## config.mk

```make
export PLATFORM = sky130hd
export DESIGN_NAME = sr_sequencer
export DESIGN_NICKNAME = d
export VERILOG_FILES = /design/src/rtl/sr_sequencer.sv
export SDC_FILE = /design/constraint.sdc
export NUM_CORES = 1
export LEC_CHECK = 0
export BUFFER_PORTS_ARGS = -buffer_cell sky130_fd_sc_hd__clkbuf_2
export CORE_ASPECT_RATIO = 1.1
export CORE_UTILIZATION = 40
export CTS_CLUSTER_SIZE = 30
export DETAILED_ROUTE_END_ITERATION = 7
export PLACE_DENSITY = 0.6
export REMOVE_ABC_BUFFERS = 1
export SLEW_MARGIN = 20
export SYNTH_ARGS = -nofsm -noshare
export SYNTH_HDL_FRONTEND = slang
export SYNTH_SLANG_ARGS = --single-unit
```

## constraint.sdc

```tcl
create_clock -name clk -period 2.6 [get_ports clk]
set_clock_uncertainty 0.05 [all_clocks]
set_input_delay 0.13 -clock clk [delete_from_list [all_inputs] [get_ports clk]]
set_output_delay 0.13 -clock clk [all_outputs]
set_load 0.05 [all_outputs]
```

## src/rtl/sr_sequencer.sv

```systemverilog
module sr_sequencer #(
  parameter int DWELL_CYC = 10000,
  parameter int RPS_CYC   = 9,
  parameter int CSR_CYC   = 1,
  parameter int ENTRY_GAP = 4,
  parameter int GAP_LIMIT = 1600000
) (
  input  logic clk,
  input  logic rst_n,
  input  logic sleep_req,
  output logic sleep_ack,
  input  logic wake_req,
  output logic wake_ack,
  output logic burst_req,
  input  logic burst_done,
  output logic ras_n,
  output logic cas_n,
  output logic we_n
);
  localparam int MAXC = (DWELL_CYC > RPS_CYC + ENTRY_GAP + CSR_CYC) ? DWELL_CYC
                        : RPS_CYC + ENTRY_GAP + CSR_CYC;
  localparam int CW = $clog2(MAXC + 1);

  typedef enum logic [2:0] {S_IDLE, S_PRE, S_GAP, S_SETUP, S_DWELL, S_PRECH, S_POST} st_t;

  generate
    if (ENTRY_GAP < 1 || ENTRY_GAP >= GAP_LIMIT || CSR_CYC < 1 || RPS_CYC < 1 || DWELL_CYC < 1)
      $error("sr_sequencer: timing parameters out of range");
  endgenerate

  st_t st;
  logic [CW-1:0] cnt;
  logic pend;

  always_ff @(posedge clk or negedge rst_n) begin
    if (!rst_n) begin
      st <= S_IDLE;
      cnt <= '0;
      pend <= 1'b0;
      wake_ack <= 1'b0;
    end else begin
      wake_ack <= 1'b0;
      case (st)
        S_IDLE: if (sleep_req) st <= S_PRE;
        S_PRE: if (burst_done) begin st <= S_GAP; cnt <= '0; end
        S_GAP:
          if (cnt == CW'(ENTRY_GAP - 1)) begin st <= S_SETUP; cnt <= '0; end
          else cnt <= cnt + 1'b1;
        S_SETUP:
          if (cnt == CW'(CSR_CYC - 1)) begin st <= S_DWELL; cnt <= '0; pend <= 1'b0; end
          else cnt <= cnt + 1'b1;
        S_DWELL: begin
          if (cnt != CW'(DWELL_CYC - 1)) cnt <= cnt + 1'b1;
          if (wake_req) pend <= 1'b1;
          if (cnt == CW'(DWELL_CYC - 1) && (pend || wake_req)) begin
            st <= S_PRECH;
            cnt <= '0;
          end
        end
        S_PRECH:
          if (cnt == CW'(RPS_CYC - 1)) begin st <= S_POST; cnt <= '0; end
          else cnt <= cnt + 1'b1;
        S_POST: if (burst_done) begin st <= S_IDLE; wake_ack <= 1'b1; end
        default: st <= S_IDLE;
      endcase
    end
  end

  assign ras_n     = (st != S_DWELL);
  assign cas_n     = !(st == S_SETUP || st == S_DWELL);
  assign we_n      = 1'b1;
  assign burst_req = (st == S_PRE) || (st == S_POST);
  assign sleep_ack = (st == S_DWELL) && (cnt == '0);

  // Independent strobe run-length counters for the timing checks
  logic [CW-1:0] low_run, high_run;
  always_ff @(posedge clk or negedge rst_n) begin
    if (!rst_n) begin
      low_run <= '0;
      high_run <= '0;
    end else begin
      low_run  <= ras_n ? '0 : ((low_run == CW'(MAXC)) ? low_run : low_run + 1'b1);
      high_run <= !ras_n ? '0 : ((high_run == CW'(MAXC)) ? high_run : high_run + 1'b1);
    end
  end

  assert_cbr_order_R2: assert property (@(posedge clk) disable iff (!rst_n)
    $fell(ras_n) |-> $past(!cas_n));
  assert_min_dwell_R3: assert property (@(posedge clk) disable iff (!rst_n)
    $rose(ras_n) |-> low_run >= CW'(DWELL_CYC));
  assert_joint_release_R4: assert property (@(posedge clk) disable iff (!rst_n)
    $rose(ras_n) |-> cas_n);
  assert_precharge_R6: assert property (@(posedge clk) disable iff (!rst_n)
    ($rose(burst_req) && $past(high_run) != '0 && st == S_POST) |-> high_run >= CW'(RPS_CYC));
  assert_ack_after_done_R8: assert property (@(posedge clk) disable iff (!rst_n)
    wake_ack |-> $past(burst_done));
  assert_bus_free_R10: assert property (@(posedge clk) disable iff (!rst_n)
    burst_req |-> (ras_n && cas_n));
endmodule

```

---- After elaboration in Yosys (flattened, before gate mapping) ----
Index checks and enable logic that the tools add are counted.
storage, ports and cells
  logic and storage cells ................. 58
  register bits ........................... 19
  output and inout port bits .............. 6
  input bits .............................. 5
operators by class
  mux-type cells .......................... 20
  equality and inequality tests ........... 20
  reductions and logical operators ........ 13
  $add $sub $neg .......................... 1
operators by type and width
  operator                                                          count
  14-bit two-way mux                                                6
  14-bit case mux with 5 select lines                               1
  3-bit two-way mux                                                 7
  3-bit case mux with 7 select lines                                1
  2-bit != test, second input constant                              8
  14-bit by 1-bit adder with 14-bit output, second input constant   1
  14-bit == test, second input constant                             1
  14-bit by 2-bit == test with 1-bit output, second input constant  1
  14-bit by 4-bit == test with 1-bit output, second input constant  1
  14-bit zero test                                                  1
  14-bit != test, second input constant                             1
  3-bit == test, second input constant                              3
  7-bit AND reduction                                               1
  3-bit by 2-bit == test with 1-bit output, second input constant   2
  3-bit != test, second input constant                              2
  3-bit AND reduction                                               2
  5-bit nonzero test                                                1
  1-bit two-way mux                                                 4
  3-bit by 1-bit == test with 1-bit output, second input constant   1
  3-bit zero test                                                   1
  1-bit logical OR                                                  3
  1-bit logical AND                                                 2
  1-bit case mux with 2 select lines                                1
  2-bit nonzero test                                                1
  1-bit zero test                                                   1

---- Logic depth before layout (Yosys ltp) ----
Gate-level depths: netlist of the first run.
  depth in word-level cells ............... 4
  gate-level depth with buffers ........... 8
  depth with buffers taken out ............ 7

---- Worst setup path before layout of the first run ----
No wires, ideal clock.
  path type ............................... register -> output
  start point ............................. reg st[2]
  end point ............................... out cas_n
  data required time ...................... 2420 ps
  setup slack ............................. 35 ps
  path buffers ............................ 1
  cell stages (with the launch flop) ...... 5
  data arrival time ....................... 2385 ps
  cell sequence ........................... dfrtp_1 -> clkbuf_1 -> nor2b_1 -> nand2_1 -> a21boi_0
on the way
  word-level cells in the longest chain between the ends .. 3
  elaborated cells between the ends (all ways) .. 4
  classes of those cells .................. eq/ne (2); reduce/logical (2)
ends and longest elaborated chain
  what                                                                       RTL line  text
  start, declared                                                            31        st_t st;
  start signal, assigned                                                     37        st <= S_IDLE;
  start signal, assigned                                                     44        S_IDLE: if (sleep_req) st <= S_PRE;
  start signal, assigned                                                     45        S_PRE: if (burst_done) begin st <= S_GAP; cnt <= '0; end
  3-bit by 2-bit == test with 1-bit output or 3-bit == test (tied branches)  70        assign cas_n = !(st == S_SETUP || st == S_DWELL);
  1-bit logical OR *                                                         70
  1-bit zero test *                                                          70
  end, declared                                                              17        output logic cas_n,
Mark *: on every way between the ends. The rest lies on a longest branch, timed or not.

---- Worst setup path in the final report of the first run ----
  start point ............................. reg cnt[5]
  end point ............................... out sleep_ack
on the way
  word-level cells in the longest chain between the ends .. 2
ends and longest elaborated chain
  what                    RTL line  text
  start, declared         32        logic [CW-1:0] cnt;
  start signal, assigned  48        else cnt <= cnt + 1'b1;
  start signal, assigned  51        else cnt <= cnt + 1'b1;
  start signal, assigned  53        if (cnt != CW'(DWELL_CYC - 1)) cnt <= cnt + 1'b1;
  14-bit zero test        73        assign sleep_ack = (st == S_DWELL) && (cnt == '0);
  1-bit logical AND       73
  end, declared           11        output logic sleep_ack,
No other way between the ends.

==> qor.csv, run 1 <==
metric,value,unit
max_clock_freq,425,MHz
clockRootBuffer,clkbuf_4,
syn-cell-area,0.00134,mm²
slowest_delay,0.55,ns
leakagePower,0.599,nW
grt_max_degree,20,
cellPowerDensity,921,mW/mm²
dieArea,0.00358,mm²
worstPathRequired,2.42,ns
vias,1183,
worstHoldStart,burst_done,
syn_to_final_growth,6.65,%
io_pins,11,
finalSetupViolCount,0,
grt-ovfl-total,0,
hold_depth,2,
start_util,43.1,%
ant_nets,0,
setup_tns,0,ns
use_met3,1.86,%
cts_tree,yes,
critPathSlowestCell,or4_4,
cts.sinks,19,
synthCells,150,
synthArstFlopShare,100,%
max-vdd-ir-drop,280,µV
synth_edf_count,0,
p_int,0.629,mW
top_usage_layer,met2,
met1_usage,23.7,%
hold_end,wake_ack,
ys_ff_latch,19,
post_cts_resized,0,
wl_per_cell,15.8,µm
vias_per_cell,6.16,
synth_ff_type,dfrtp_1,
drive_above_1_share,17.1,%
rr_worst_depth,5,
clk_pin_slew,0.11,ns
first_global_vias,1138,
multi_input_area,777,µm²
period_share,90.4,%
grt_pass1_wl,5.22,mm
slew_headroom,48.9,%
drcViolationCount,0,
post-route-util,46.0,%
synth.avg_cell_area,8.91,µm²
r2r-start,cnt[5],
p_sw,0.684,mW
drt_first_pass_iters,4,
path_max_fanout,6,
die_x,57.1,µm
outcome,"finished, final reports clean",
cp-start-kind,register,
cap_viol_max_count,0,
grtUsageMet2,31.6,%
rsz0062_at_grt,false,
cts-buffers-inserted,3,
fillers,318,
hold_violations,0,
regArea,475,µm²
worst_slew_pin_slew,0.766,ns
path_buf_inv,1,
grt_usage,18.6,%
r2r_end,st[2],
reg2reg_slack,0.29,ns
core,0.00310,mm²
yosys.cell_types.count,47,
swShare,52.1,%
fp.dieH,62.6,µm
path_cells,"or4_4, nor4_2, nand3b_1, nor2_1, clkbuf_2",
crit_family,simple AND/OR/NAND/NOR gates,
drt-total-wl,3.04,mm
place_congestion,0.796,
io_buffers,9,
dp_hpwl,2.20,mm
seq_area_frac_synth,35.6,%
yosysTopAreaCell,dfrtp_1,
antenna_found_initial,0,
power_frac_comb,56.2,%
yosys-top-cells-area,"dfrtp_1 (36%), nand2_1 (4.8%), a22oi_1 (3.9%), o31ai_1 (3.9%), or4_1 (3.9%)",
fin_cells,192,
pwr-share-clk,11.7,%
yosysWarnings,0,
drv_slew,0,
crit_arrival,2.17,ns
antennaDiodeCount,0,
p_seq_share,32.0,%
worstSetupEndpointType,output pin,
yosys.area.top_type_share,35.6,%
clk-insertion-delay-late,0.30,ns
clockBufferDepth,2,
crit_type,register to output pin,
rows,21,
htree_levels,1,
fin_nets,168,
numPlacedInstances,187,
hold_class,input pin to register,
period_minus_slack,2.35,ns
drtIter0Drc,48,
==> logic make-up (layout without fill, tap and decap cells) <==
group	after synthesis	in the layout	share of synthesized area [%]
mux	3	3	2.43
xor+xnor	2	2	1.31
buf+inv	16	24	6.27
simple gates	61	61	26.8
flops	19	19	35.6
other cells	1	1	0.281
fa+ha+maj	4	4	3.75
compound gates	44	44	23.6
==> repair_timing <==
item                                   4_1_cts  5_1_grt
hold buffers                                 1        0
endpoints found under the hold margin       19        0
buffers inserted                             0        0
==> per-stage QoR <==
stage | setup WS, ns | hold WS [ns] | area [µm²] | total power, mW
3_3_place_gp | 0.362 | 0.0713 | 1390 | 1.15
2_1_floorplan | 0.132 | -0.216 | 1280 | 0.952
6_report | 0.249 | 0.0515 | 1430 | 1.31
4_1_cts | 0.229 | 0.0471 | 1430 | 1.32
5_1_grt | 0.138 | 0.0525 | 1430 | 1.42
3_5_place_dp | 0.294 | 0.0715 | 1390 | 1.16
==> cells in the final DEF, fill, tap and decap left out, drive strengths merged, types with 6 or more instances in the layout <==
master	instances
dfrtp	19
nand2	17
clkbuf	13
o21ai	8
or4	8
inv	7
nor2	7
o31ai	7
a22oi	7
nand3	6
a21oi	6
==> Yosys cell counts, types with 2 or more instances <==
library cell  count
a211oi_1          2
a21oi_1           5
a22oi_1           7
and3_1            4
buf_4             2
buf_6             2
clkbuf_1          4
dfrtp_1          19
ha_1              4
inv_1             7
nand2_1          17
nand2b_1          2
nand3_1           6
nand4_1           3
nor2_1            7
nor2b_1           2
nor3_1            3
o2111ai_1         2
o211ai_1          3
o21ai_0           7
o31ai_1           7
or2_2             3
or4_1             7
xnor2_1           2
==> routing by layer <==
layer	share of wire [%]	routed length, µm	up-vias
li1	-	-	581
met1	46	1390	567
met2	49	1490	31
met3	3.6	110	4
met4	1.4	43	0
met5	0	0	-
==> registers in the layout, indices dropped and copies added (netlist names) <==
name      count
wake_ack      1
cnt          14
pend          1
st            3
==> worst max path at each step <==
stage	startpoint	end	slack, ns	cells past startpoint
4_1_cts	cnt[5]	sleep_ack	0.23	5
6_report	cnt[5]	sleep_ack	0.25	5
5_1_grt	cnt[5]	sleep_ack	0.14	5
2_1_floorplan	st[2]	cas_n	0.13	3
3_5_place_dp	cnt[5]	st[2]	0.29	5
3_3_place_gp	cnt[5]	st[2]	0.36	5
==> power groups by stage <==
stage | Sequential [mW] | Combinational, mW | Clock [mW]
detailed placement | 0.427 | 0.735 | 0
global placement | 0.422 | 0.723 | 0
global route | 0.431 | 0.814 | 0.178
CTS | 0.421 | 0.739 | 0.159
floorplan | 0.403 | 0.549 | 0
finish | 0.421 | 0.738 | 0.154
==> cell type report <==
type	instances	share of cell area (%)
Multi-Input combinational cell	115	54.5
Sequential cell	19	33.4
Timing Repair Buffer	13	5.44
Tap cell	34	2.99
Clock buffer	4	1.84
Inverter	7	1.84
(Power assumes the default switching activity.)
==> run 2, diff against run 1 <==
Settings changed: RECOVER_POWER set to 50.
==> run 2 against run 1 <==
  * Sequential cell count stayed put
  * Sequential share of layout area is 0.059 points higher
  * Register-to-register slack barely moved
  * Final cell count is the same
  * Via count unchanged
  * Non-clock buffer count unchanged
  * Clock-buffer cell count is the same
  * Design area decreased by 0.18%
  * Highest routed layer unchanged
==> qor.csv, run 2 (same netlist as run 1, synthesis figures left out) <==
metric,value,unit,change
outcome,"finished, final reports clean",,
regMostFlops,cnt,,
grt_usage,18.6,%,unchanged
grt-ovfl-total,0,,unchanged
reg2reg_slack,0.29,ns,about the same
clk-insertion-delay-late,0.30,ns,about the same
rr_worst_depth,5,,unchanged
io_buffers,9,,unchanged
path_cells,"or4_4, nor4_2, nand3b_1, nor2_1, clkbuf_2",,
final_common_cell,dfrtp_1,,
reg.largest.list,"cnt: 14 flops, st: 3 flops",,
htree_levels,1,,unchanged
max_clock_freq,425,MHz,unchanged
period_share,90.4,%,unchanged
critPathSlowestCell,or4_4,,
hold_violations,0,,unchanged
die_x,57.1,µm,unchanged
syn_to_final_growth,6.46,%,
clk_pin_slew,0.11,ns,about the same
grt_pass1_wl,5.22,mm,unchanged
hold_end,wake_ack,,
io_pins,11,,unchanged
path_buf_inv,1,,unchanged
worstPathRequired,2.42,ns,about the same
leakagePower,0.593,nW,-1.1%
drv_slew,0,,unchanged
hold_depth,2,,unchanged
clockBufferDepth,2,,unchanged
clockRootBuffer,clkbuf_4,,
worst_slew_pin_slew,1.06,ns,+0.291 ns
r2r_end,st[2],,
ant_nets,0,,unchanged
hold_class,input pin to register,,
largest_register_ffs,14,,unchanged
fillers,320,,+0.63%
start_util,43.1,%,unchanged
r2r-start,cnt[5],,
drive_above_1_share,15.8,%,-1.3 points
multi_input_area,777,µm²,unchanged
first_global_vias,1138,,unchanged
finalSetupViolCount,0,,unchanged
vias,1183,,unchanged
crit_arrival,2.17,ns,about the same
dp_hpwl,2.20,mm,unchanged
wl_per_cell,15.8,µm,about the same
antenna_found_initial,0,,unchanged
crit_family,simple AND/OR/NAND/NOR gates,,
drt_first_pass_iters,4,,unchanged
path_max_fanout,6,,unchanged
cellPowerDensity,922,mW/mm²,+0.13%
worstHoldStart,burst_done,,
drcViolationCount,0,,unchanged
cts.sinks,19,,unchanged
vias_per_cell,6.16,,unchanged
slowest_delay,0.55,ns,about the same
final_cell_mix,"dfrtp_1 (19), nand2_1 (17)",,
fin_nets,168,,unchanged
slew_headroom,29.5,%,-19 points
crit_type,register to output pin,,
drtIter0Drc,48,,unchanged
fp.dieH,62.6,µm,unchanged
rows,21,,unchanged
core,0.00310,mm²,unchanged
cts_tree,yes,,
period_minus_slack,2.35,ns,unchanged
grt_max_degree,20,,unchanged
antennaDiodeCount,0,,unchanged
cp-start-kind,register,,
rsz0062_at_grt,false,,
regArea,475,µm²,unchanged
cts-buffers-inserted,3,,unchanged
cap_viol_max_count,0,,unchanged
drt-total-wl,3.03,mm,about the same
worstSetupEndpointType,output pin,,
setup_tns,0,ns,unchanged
place_congestion,0.796,,unchanged
post-route-util,45.9,%,-0.081 points
dieArea,0.00358,mm²,unchanged
max-vdd-ir-drop,280,µV,about the same
-- run 2: final cells by class --
| class | count | area share (%) |
|---|---|---|
| Inverter | 7 | 1.85 |
| Timing Repair Buffer | 13 | 5.28 |
| Sequential cell | 19 | 33.4 |
| Tap cell | 34 | 2.99 |
| Multi-Input combinational cell | 115 | 54.6 |
| Clock buffer | 4 | 1.85 |
-- run 2: worst max-delay path by stage --
| stage | cells past startpoint | end | slack, ns | startpoint |
|---|---|---|---|---|
| after detailed placement | 5 | st[2] | 0.29 | cnt[5] |
| after CTS | 5 | sleep_ack | 0.23 | cnt[5] |
| after global placement | 5 | st[2] | 0.36 | cnt[5] |
| final | 5 | sleep_ack | 0.25 | cnt[5] |
| after global routing | 5 | sleep_ack | 0.14 | cnt[5] |
| after floorplan | 3 | cas_n | 0.13 | st[2] |
-- run 2: repair_timing --
item / in CTS / in global routing
hold endpoints to repair: 19 / 0
gates resized for setup: 0 / 0
hold buffers: 1 / 0
setup buffers: 0 / 0
-- run 2: worst reg2reg max path, cell delays in order (launching register included) --
cell      delay (ns)
dfrtp_1         0.44
or4_4           0.55
nor4_2          0.32
o221ai_2        0.26
nor3_4          0.25
mux2_1          0.34
-- run 2: per-layer routing --
metal  share of wire, %  wire length (µm)  vias to the layer above  global-route usage [%]
met3                3.7               111                        4                    1.86
met5                  0                 0                        -                       0
met2                 49              1490                       31                    31.6
met4                1.4                43                        0                    7.62
li1                   -                 -                      581                       -
met1                 46              1390                      567                    23.7
-- run 2: where the power goes --
group	internal, mW	switching, mW
clock network	0.0597	0.0940
registers	0.336	0.0848
logic	0.233	0.505
total	0.628	0.684
-- run 2: per-stage QoR --
step,hold WS (ns),setup slack (ns),power [mW],area [µm²],std cells
floorplan,-0.216,0.132,0.952,1280,141
global placement,0.0713,0.362,1.15,1390,187
detailed placement,0.0715,0.294,1.16,1390,187
CTS,0.0471,0.229,1.32,1430,192
global route,0.0525,0.138,1.42,1420,192
finish,0.0515,0.249,1.31,1420,192
==> run 3, diff against run 2 <==
Settings changed: BUFFER_PORTS_ARGS -buffer_cell sky130_fd_sc_hd__clkbuf_2 to -buffer_cell sky130_fd_sc_hd__buf_2, CTS_CLUSTER_SIZE 30 to not set.
==> run 3 against run 2 <==
  * Combinational power is 0.7% lower
  * Final cell count stayed put
  * Die area stayed put
  * Non-clock buffer count stayed put
  * Power is 0.76% lower
==> qor.csv, run 3 (same netlist as run 1, synthesis figures left out) <==
metric,value,unit,change
cts.sinks,19,,unchanged
fp.dieH,62.6,µm,unchanged
largest_register_ffs,14,,unchanged
crit_arrival,2.18,ns,about the same
start_util,43.1,%,unchanged
period_minus_slack,2.36,ns,+0.00619 ns
cellPowerDensity,915,mW/mm²,-0.76%
whs,0.0567,ns,+0.00526 ns
outcome,"finished, final reports clean",,
place_congestion,0.816,,+2.5%
final_cell_mix,"dfrtp_1 (19), nand2_1 (17)",,
vias_per_cell,6.08,,-1.4%
core,0.00310,mm²,unchanged
worstPathRequired,2.42,ns,about the same
clk_pin_slew,0.11,ns,about the same
fin_nets,168,,unchanged
hold_violations,0,,unchanged
max-vdd-ir-drop,258,µV,-7.9%
finalSetupViolCount,0,,unchanged
antenna_found_initial,0,,unchanged
cts_tree,yes,,
drt_first_pass_iters,4,,unchanged
dieArea,0.00358,mm²,unchanged
wl_per_cell,15.3,µm,-3.3%
grt_usage,17.9,%,-0.64 points
cap_viol_max_count,0,,unchanged
syn_to_final_growth,6.46,%,unchanged
period_share,90.7,%,+0.24 points
grt-ovfl-total,0,,unchanged
regMostFlops,cnt,,
clk-insertion-delay-late,0.29,ns,about the same
rsz0062_at_grt,false,,
post_cts_resized,0,,unchanged
first_global_vias,1129,,-0.79%
post_dp_cell_area,0.00139,mm²,unchanged
drt-total-wl,2.93,mm,-3.3%
die_x,57.1,µm,unchanged
max_clock_freq,424,MHz,-0.26%
slew_headroom,28.4,%,-1.1 points
cts-buffers-inserted,3,,unchanged
crit_type,register to output pin,,
reg.largest.list,"cnt: 14 flops, st: 3 flops",,
htree_levels,1,,unchanged
drcViolationCount,0,,unchanged
clockRootBuffer,clkbuf_4,,
antennaDiodeCount,0,,unchanged
fin_cells,192,,unchanged
dp_hpwl,2.17,mm,-1.5%
worstSetupEndpointType,output pin,,
ant_nets,0,,unchanged
hold_class,input pin to register,,
cp-start-kind,register,,
drtIter0Drc,56,,+17%
path_max_fanout,6,,unchanged
io_buffers,9,,unchanged
power.total,1.30,mW,-0.76%
io_pins,11,,unchanged
drive_above_1_share,15.8,%,unchanged
cts_setup_buffers,0,,unchanged
post-route-cell-area,0.00142,mm²,unchanged
clockBufferDepth,2,,unchanged
setup_tns,0,ns,unchanged
leakagePower,0.591,nW,-0.28%
grt_max_degree,20,,unchanged
numPlacedInstances,187,,unchanged
grt_pass1_wl,5.15,mm,-1.5%
ctsHoldBuffers,1,,unchanged
rows,21,,unchanged
worst_slew_pin_slew,1.07,ns,+0.0164 ns
drv_slew,0,,unchanged
vias,1167,,-1.4%
final_common_cell,dfrtp_1,,
[run 3: changes by cell type in the layout (fill, tap and decap cells not counted)]
| cell | before | now |
|---|---|---|
| buf_2 | 0 | 7 |
| clkbuf_2 | 7 | 0 |
[run 3: critical path: stages (launching register included)]
cell      delay, ns
dfrtp_1        0.44
or4_4          0.56
nor4_2         0.34
nand3b_1       0.16
nor2_1         0.12
buf_2          0.27
[run 3: worst paths after layout]
kind                             endpoint  startpoint  depth (start not counted)  slack (ns)
worst max-delay path            sleep_ack      cnt[5]                          5        0.24
worst min-delay path             wake_ack  burst_done                          2        0.06
worst max register to register      st[2]      cnt[5]                          5        0.27
worst min register to register       pend        pend                          2        0.51
max in group asynchronous          cnt[6]       rst_n                          2        1.37
min in group asynchronous           st[1]       rst_n                          2        0.48
[run 3: per-layer routing]
layer  share of wire, %  wire, µm  vias to the layer above  global-route usage [%]
li1                   -         -                      583                       -
met1                 48      1420                      562                    23.6
met2                 47      1390                       18                    29.7
met3                3.2        95                        4                    1.86
met4                1.1        33                        0                    7.32
met5                  0         0                        -                       0
[run 3: per-stage QoR]
stage	worst slack (ns)	utilization, %
floorplan	0.132	-
finish	0.242	45.9
detailed placement	0.265	44.8
global placement	0.362	44.8
global route	0.121	45.9
CTS	0.232	46.0
[run 3: where the power goes]
part | leakage [nW] | switching, mW | total (mW) | internal [mW]
sequential | 0.257 | 0.0831 | 0.419 | 0.336
combinational | 0.320 | 0.498 | 0.733 | 0.234
clock | 0.0150 | 0.0909 | 0.151 | 0.0596
total | 0.591 | 0.672 | 1.30 | 0.630
[run 3: layout make-up]
cell class / count / area [µm²]
Clock buffer: 4 / 26.3
Tap cell: 34 / 42.5
Fill cell: 316 / 1680
Inverter: 7 / 26.3
Timing Repair Buffer: 13 / 75.1
Sequential cell: 19 / 475
Multi-Input combinational cell: 115 / 777
